File: config.mk
export PLATFORM = sky130hd
export DESIGN_NAME = trap_ctrl
export DESIGN_NICKNAME = d
export VERILOG_FILES = /design/src/rtl/trap_pkg.sv /design/src/rtl/trap_pend_bank.sv /design/src/rtl/trap_prio_enc.sv /design/src/rtl/trap_level_reg.sv /design/src/rtl/trap_ctrl.sv
export SDC_FILE = /design/constraint.sdc
export NUM_CORES = 1
export LEC_CHECK = 0
export BUFFER_PORTS_ARGS = -buffer_cell sky130_fd_sc_hd__buf_2
export CAP_MARGIN = 20
export CORE_ASPECT_RATIO = 1.2
export CORE_MARGIN = 2
export CORE_UTILIZATION = 28
export CTS_BUF_LIST = sky130_fd_sc_hd__clkbuf_4 sky130_fd_sc_hd__clkbuf_8
export CTS_CLUSTER_DIAMETER = 100
export DETAILED_ROUTE_END_ITERATION = 8
export HOLD_SLACK_MARGIN = 0.15
export SYNTH_ARGS = -nofsm -noshare
export SYNTH_HDL_FRONTEND = slang
export SYNTH_SLANG_ARGS = --single-unit
File: constraint.sdc
create_clock -name clk -period 3.2 [get_ports clk]
set_clock_uncertainty 0.2 [all_clocks]
set_input_delay 0.64 -clock clk [delete_from_list [all_inputs] [get_ports clk]]
set_output_delay 0.64 -clock clk [all_outputs]
set_load 0.1 [all_outputs]
File: src/rtl/trap_pkg.sv
// Package: shared constants and types for the trap controller.
// Assumes trap levels form one contiguous band starting at TRAP_BASE.
package trap_pkg;
    localparam int TRAP_BASE = 8;

    typedef enum logic {
        TRAP_SOFT = 1'b0,
        TRAP_HARD = 1'b1
    } trap_class_e;
endpackage

File: src/rtl/trap_pend_bank.sv
// Module: bank of sticky pending flags, one per trap source.
// Assumes fault and clear are single-cycle strobes; a fault wins over a
// clear in the same cycle so that no fault is ever lost.
module trap_pend_bank #(
    parameter int N_TRAPS = 8
) (
    input  logic               clk,
    input  logic               rst_n,
    input  logic [N_TRAPS-1:0] set_i,
    input  logic [N_TRAPS-1:0] clr_i,
    output logic [N_TRAPS-1:0] pend_o
);
    for (genvar g = 0; g < N_TRAPS; g++) begin : g_flag
        logic flag_q;

        // Hold one flag: set by its fault, cleared by its strobe.
        always_ff @(posedge clk) begin
            if (!rst_n) begin
                flag_q <= 1'b0;
            end else if (set_i[g]) begin
                flag_q <= 1'b1;
            end else if (clr_i[g]) begin
                flag_q <= 1'b0;
            end
        end

        assign pend_o[g] = flag_q;
    end
endmodule

File: src/rtl/trap_prio_enc.sv
// Module: fixed-priority selector, the highest set bit wins.
// Assumes nothing about how many bits are set; valid is 0 when none are.
module trap_prio_enc #(
    parameter int N_TRAPS = 8,
    localparam int IDX_W = $clog2(N_TRAPS)
) (
    input  logic [N_TRAPS-1:0] pend_i,
    output logic               valid_o,
    output logic [IDX_W-1:0]   idx_o
);
    // Scan upward so that later (higher) bits override lower ones.
    always_comb begin
        valid_o = 1'b0;
        idx_o   = '0;
        for (int i = 0; i < N_TRAPS; i++) begin
            if (pend_i[i]) begin
                valid_o = 1'b1;
                idx_o   = IDX_W'(i);
            end
        end
    end
endmodule

File: src/rtl/trap_level_reg.sv
// Module: CPU priority level register.
// Assumes an acknowledge that takes a trap outranks a software write.
module trap_level_reg #(
    parameter int LVL_W = 4
) (
    input  logic             clk,
    input  logic             rst_n,
    input  logic             take_i,
    input  logic [LVL_W-1:0] take_lvl_i,
    input  logic             we_i,
    input  logic [LVL_W-1:0] wdata_i,
    output logic [LVL_W-1:0] lvl_o
);
    logic [LVL_W-1:0] lvl_q;

    // Load the trap level on a take, otherwise the written value.
    always_ff @(posedge clk) begin
        if (!rst_n) begin
            lvl_q <= '0;
        end else if (take_i) begin
            lvl_q <= take_lvl_i;
        end else if (we_i) begin
            lvl_q <= wdata_i;
        end
    end

    assign lvl_o = lvl_q;
endmodule

File: src/rtl/trap_ctrl.sv
// Module: top of the fixed-priority trap controller.
// Latches fault pulses, offers the highest pending trap when it outranks
// the CPU level, and raises the level on acknowledge. Assumes the upper
// half of the trap band is the hard class.
module trap_ctrl #(
    parameter int N_TRAPS = 8,
    parameter int LVL_W   = 4,
    localparam int IDX_W  = $clog2(N_TRAPS)
) (
    input  logic               clk,
    input  logic               rst_n,
    input  logic [N_TRAPS-1:0] fault_i,
    input  logic [N_TRAPS-1:0] clr_i,
    input  logic               ack_i,
    input  logic               lvl_we_i,
    input  logic [LVL_W-1:0]   lvl_wdata_i,
    output logic               trap_req_o,
    output logic [IDX_W-1:0]   trap_vec_o,
    output logic [LVL_W-1:0]   trap_lvl_o,
    output logic               trap_hard_o,
    output logic [N_TRAPS-1:0] pending_o,
    output logic [LVL_W-1:0]   cpu_lvl_o
);
    import trap_pkg::*;

    logic [N_TRAPS-1:0] pend;
    logic               sel_valid;
    logic [IDX_W-1:0]   sel_idx;
    logic [LVL_W-1:0]   sel_lvl;
    logic [LVL_W-1:0]   cpu_lvl;
    logic               take;
    trap_class_e        sel_class;

    trap_pend_bank #(.N_TRAPS(N_TRAPS)) u_pend (
        .clk    (clk),
        .rst_n  (rst_n),
        .set_i  (fault_i),
        .clr_i  (clr_i),
        .pend_o (pend)
    );

    trap_prio_enc #(.N_TRAPS(N_TRAPS)) u_enc (
        .pend_i  (pend),
        .valid_o (sel_valid),
        .idx_o   (sel_idx)
    );

    // Map the winning index to its level and class.
    always_comb begin
        sel_lvl   = LVL_W'(TRAP_BASE) + LVL_W'(sel_idx);
        sel_class = sel_idx[IDX_W-1] ? TRAP_HARD : TRAP_SOFT;
    end

    assign trap_req_o = sel_valid && (sel_lvl > cpu_lvl);
    assign take       = ack_i && trap_req_o;

    trap_level_reg #(.LVL_W(LVL_W)) u_lvl (
        .clk        (clk),
        .rst_n      (rst_n),
        .take_i     (take),
        .take_lvl_i (sel_lvl),
        .we_i       (lvl_we_i),
        .wdata_i    (lvl_wdata_i),
        .lvl_o      (cpu_lvl)
    );

    assign trap_vec_o  = sel_idx;
    assign trap_lvl_o  = sel_lvl;
    assign trap_hard_o = (sel_class == TRAP_HARD);
    assign pending_o   = pend;
    assign cpu_lvl_o   = cpu_lvl;
endmodule

==> Word level (Yosys, flattened, before mapping) <==
Index checks and enable logic that the tools add are counted.
{ "totals": {"elab_cells": 56, "inputBits": 24, "out_inout_bits": 21, "register_bits": 12} }
{ "op_classes": {"n_reduce_logical": 11, "n_lt_le_gt_ge": 1, "n_mux": 34, "n_addsub": 1} }
{ "ops": {"columns": ["operator", "count"], "rows": [
  ["$mux 1", 26],
  ["$reduce_bool 2->1", 9],
  ["$mux 3", 4],
  ["$mux 4", 2],
  ["$add 4x3->4 const A", 1],
  ["$gt 4x4->1", 1],
  ["$mux 2", 2],
  ["$logic_and 1x1->1", 2]
]} }

==> Longest topological paths before layout <==
{ "logic_depth": {"word_depth": 12, "ltp_mapped": 8, "ltp_nobuf": 8} }

==> By module <==
A second synthesis with hierarchy kept.
{ "hier_totals": {"cells_unflattened": 80, "hier_area_um2": 783.3} }
{ "modules_own_cells": {"columns": ["module", "cells_per_inst", "seq_area_each_um2", "instances", "area_each_um2"], "rows": [
  ["trap_pend_bank", 33, 160.2, 1, 397.9],
  ["trap_level_reg", 16, 80.1, 1, 190.2],
  ["trap_ctrl", 19, 0.0, 1, 137.6],
  ["trap_prio_enc", 12, 0.0, 1, 57.6]
]} }

==> Worst setup path after synthesis <==
OpenSTA, ideal clock, no wires.
{ "synth_path": {"kind": "flip-flop to output port", "startpoint": "register u_pend.g_flag[2].flag_q", "endpoint": "output port trap_req_o", "t_arrival_ns": 5.910, "path_buffers": 0, "path_stages_with_launch": 6, "setup_slack_ns": -3.550, "required_time_ns": 2.360, "cell_sequence": "dfxtp_1 > nor2_1 > o31ai_1 > ha_1 > and4_1 > a311oi_1"} }
{ "synth_via": {"elab_chain_cells": 9, "word_cells_on_any_way": 15, "cone_classes": "add/sub (1); order compare (1); mux (12); reduce/logical (1)"} }
{ "synth_lines": {"columns": ["item", "line_no", "rtl"], "rows": [
  ["from (decl)", "trap_pend_bank.sv:14", "logic flag_q;"],
  ["from (signal assigned)", "trap_pend_bank.sv:19", "flag_q <= 1'b0;"],
  ["from (signal assigned)", "trap_pend_bank.sv:21", "flag_q <= 1'b1;"],
  ["from (signal assigned)", "trap_pend_bank.sv:23", "flag_q <= 1'b0;"],
  ["$mux 2 (2 in series)", "trap_prio_enc.sv:16", "if (pend_i[i]) begin"],
  ["$mux 3 (4 in series)", "trap_prio_enc.sv:16", null],
  ["$add 4x3->4", "trap_ctrl.sv:50", "sel_lvl = LVL_W'(TRAP_BASE) + LVL_W'(sel_idx);"],
  ["named net trap_lvl_o[1]", "trap_ctrl.sv:19", "output logic [LVL_W-1:0] trap_lvl_o,"],
  ["$gt 4x4->1", "trap_ctrl.sv:54", "assign trap_req_o = sel_valid && (sel_lvl > cpu_lvl);"],
  ["$logic_and 1x1->1", "trap_ctrl.sv:54", null],
  ["to (decl)", "trap_ctrl.sv:17", "output logic trap_req_o,"]
]} }
The timed path passes the listed nets, and every way through them passes these cells.

==> Worst setup path after layout <==
{ "layout_path": {"startpoint": "register u_pend.g_flag[7].flag_q", "endpoint": "output port trap_req_o"} }
{ "layout_via": {"elab_chain_cells": 4, "word_cells_on_any_way": 5, "cone_classes": "add/sub (1); order compare (1); mux (2); reduce/logical (1)"} }
{ "layout_lines": {"columns": ["item", "line_no"], "rows": [
  ["from (decl)", "trap_pend_bank.sv:14"],
  ["from (signal assigned)", "trap_pend_bank.sv:19"],
  ["from (signal assigned)", "trap_pend_bank.sv:21"],
  ["from (signal assigned)", "trap_pend_bank.sv:23"],
  ["$mux 3", "trap_prio_enc.sv:16"],
  ["$add 4x3->4", "trap_ctrl.sv:50"],
  ["$gt 4x4->1", "trap_ctrl.sv:54"],
  ["$logic_and 1x1->1 *", "trap_ctrl.sv:54"]
]} }
Every way passes the cells marked *; elsewhere a longest branch is shown, timed or not.

==> out/metrics.csv <==
metric;value;unit
worst-path-buf-inv;1;
die_width;50.8;um
postRouteWirelength;1600;um
die_h;60.2;um
clk_pin_slew;70;ps
num_antenna_cells;0;
yosys.area_share.simple;21.4;%
clkSinkCount;12;
drive_gt1_share;50.9;%
first_pass_iters;4;
synth.area.top_cells;dfxtp_1 (33%), buf_4 (13%), o21a_1 (9.2%), nor2b_1 (7.6%), ha_1 (5.1%);
dr_total_vias;668;
die_area;0.00306;mm^2
drt-vias-per-instance;4.54;
grt_usage;10.7;%
port-buffer-count;43;
cp_cell_sequence;or4_4 -> ha_1 -> and4_4 -> a311oi_4 -> buf_12;
regArea;243;um^2
avgSynthCellArea;8.99;um^2
hp-class;input pin to flop;
peakVddDrop;238;uV
cap_violations;0;
final_util;38.8;%
tritoncts;yes;
dpl_cell_area;957;um^2
final_area;980;um^2
drt_iter0_markers;9;
first_global_vias;607;
grt_overflow;0;
fillers;275;
area_delta_synth_final;32.9;%
io_pins;45;
place_ws;437;ps
yosys.area_share.adder;5.09;%
synth_top_area_cell;dfxtp_1;
fin_cells;147;
initial_core_util;29.2;%
total_power;580;uW
cts_buffer_depth;2;
synth_compound_area_share;18.5;%
critPathSlowestCell;or4_4;
finalCritPeriodShare;95.1;%
hold_buffers;0;
multi_input_comb_area;424;um^2
max_freq;0.329;GHz
ant_nets;0;
layout.nets;143;
period_minus_slack;3040;ps
path_class;flop to output pin;
p_leak;0.470;nW
drc_errors;0;
wl_per_cell;10.9;um
cp-end-kind;output pin;
synth_xor_area_share;0;%
postCtsSetupBuffers;0;
syn_area;737;um^2
syn-instance-count;82;
dp_hpwl;1310;um
post_cts_resize_count;0;
ys_ff_latch;12;
h-tree-depth;1;
dp.cells;144;
hold_violations;0;
critPathArrivalTime;2200;ps
synthMuxAreaShare;5.60;%
grt_setup_unrepaired;false;
ys.warnings.count;0;
ys_seq_area_share;32.6;%
critPathRequiredTime;2360;ps
synth_top_family_by_area;simple AND/OR/NAND/NOR gates;
core_area;0.00253;mm^2
crit_family;simple AND/OR/NAND/NOR gates;
power_density;592;mW/mm^2
grt_pass1_wl;2460;um
clock-root-buffer;clkbuf_4;
yosysTopAreaCellShare;32.6;%
maxSlewViolCount;0;
place_congestion;0.794;
grt_max_degree;16;
clock_latency;260;ps
antenna_found_initial;0;
path_max_fanout;6;
synthesis.nets;109;
cp_slowest_stage_delay;600;ps
status;finished clean;
worst_slack;158;ps
synth.distinct_cells;23;
cts_made_buffers;3;
cp-start-kind;flop;
rows;20;
setup-violations-final;0;
-- state kept, by name, summed over array words and instances (netlist names) --
signal	flops
u_pend.g_flag.flag_q	8
u_lvl.lvl_o	4
-- worst paths after layout --
check / startpoint / endpoint / slack, ps / cells past startpoint
worst min register to register: u_lvl.lvl_o[0]$_SDFFE_PN0P_ / u_lvl.lvl_o[0]$_SDFFE_PN0P_ / 410 / 2
worst min-delay path: fault_i[0] / u_pend.g_flag[0].flag_q$_SDFFE_PN0P_ / 380 / 2
worst max register to register: u_pend.g_flag[7].flag_q$_SDFFE_PN0P_ / u_lvl.lvl_o[2]$_SDFFE_PN0P_ / 670 / 6
worst max-delay path: u_pend.g_flag[7].flag_q$_SDFFE_PN0P_ / trap_req_o / 160 / 5
-- kinds of logic (layout without fill, tap and decap cells) --
group	count (synthesis)	count (layout)
buf+inv	19	51
compound gates	18	18
mux	4	4
other cells	1	1
flops	12	12
simple gates	25	25
fa+ha+maj	3	3
-- synthesized netlist by cell type --
library cell / n
mux2i_1: 3
clkbuf_1: 1
buf_4: 13
nand2b_1: 3
o211ai_1: 1
inv_1: 5
dfxtp_1: 12
mux2_2: 1
a311oi_2: 1
ha_1: 3
o21ai_0: 3
and4_1: 1
nor4b_4: 1
conb_1: 1
nor3_1: 1
or4_4: 1
o31ai_1: 2
nor2b_1: 9
o21a_1: 9
a311oi_1: 1
a211oi_1: 1
nand2_1: 6
nor2_1: 3
-- metrics by stage --
step	hold slack, ps	setup TNS [ps]
6_report	378	0
3_5_place_dp	397	0
3_3_place_gp	393	0
5_1_grt	378	0
4_1_cts	372	0
2_1_floorplan	373	-446
-- report_power, final --
part           leakage, nW  internal (mW)  switching (mW)  total [mW]
clock network       0.0138         0.0434          0.0452      0.0887
logic                0.356         0.0745           0.241       0.315
registers            0.101          0.163          0.0134       0.176
-- placed cells by master, fill, tap and decap left out --
cell,count
nand2b_1,3
or4_4,1
o211ai_1,1
conb_1,1
ha_1,3
buf_12,1
dfxtp_2,2
inv_1,5
nor2_2,1
o31ai_4,1
o21a_1,9
mux2i_1,3
nor2b_4,1
buf_2,42
dfxtp_1,10
mux2_2,1
a211oi_1,1
a311oi_2,1
o31ai_1,1
nor2b_1,8
nor3_1,1
nor2_1,2
and4_4,1
nor4b_4,1
o21ai_2,1
nand2_1,6
a311oi_4,1
clkbuf_4,3
o21ai_0,2
-- final cells by class --
| class | instances | share of cell area (%) |
|---|---|---|
| clock buffers | 3 | 2.30 |
| inverters | 5 | 1.92 |
| multi-input cells | 51 | 43.3 |
| flip-flops and latches | 12 | 24.8 |
| well taps | 33 | 4.21 |
| repair buffers | 43 | 23.5 |
-- worst reg2reg max path, stage by stage, from the launching register on --
cell and delay (ps):
dfxtp_1 350, or4_4 600, ha_1 330, and4_4 190
nand2b_1 150, a311oi_2 420, mux2i_1 230
-- routing by layer --
layer  part of all wire (%)  track usage [%]
met1                     39             11.0
met2                     53             20.7
met3                    6.9             1.75
met4                    1.1             5.79
met5                      0                0
Note: power is estimated with default switching activity, not from simulation.
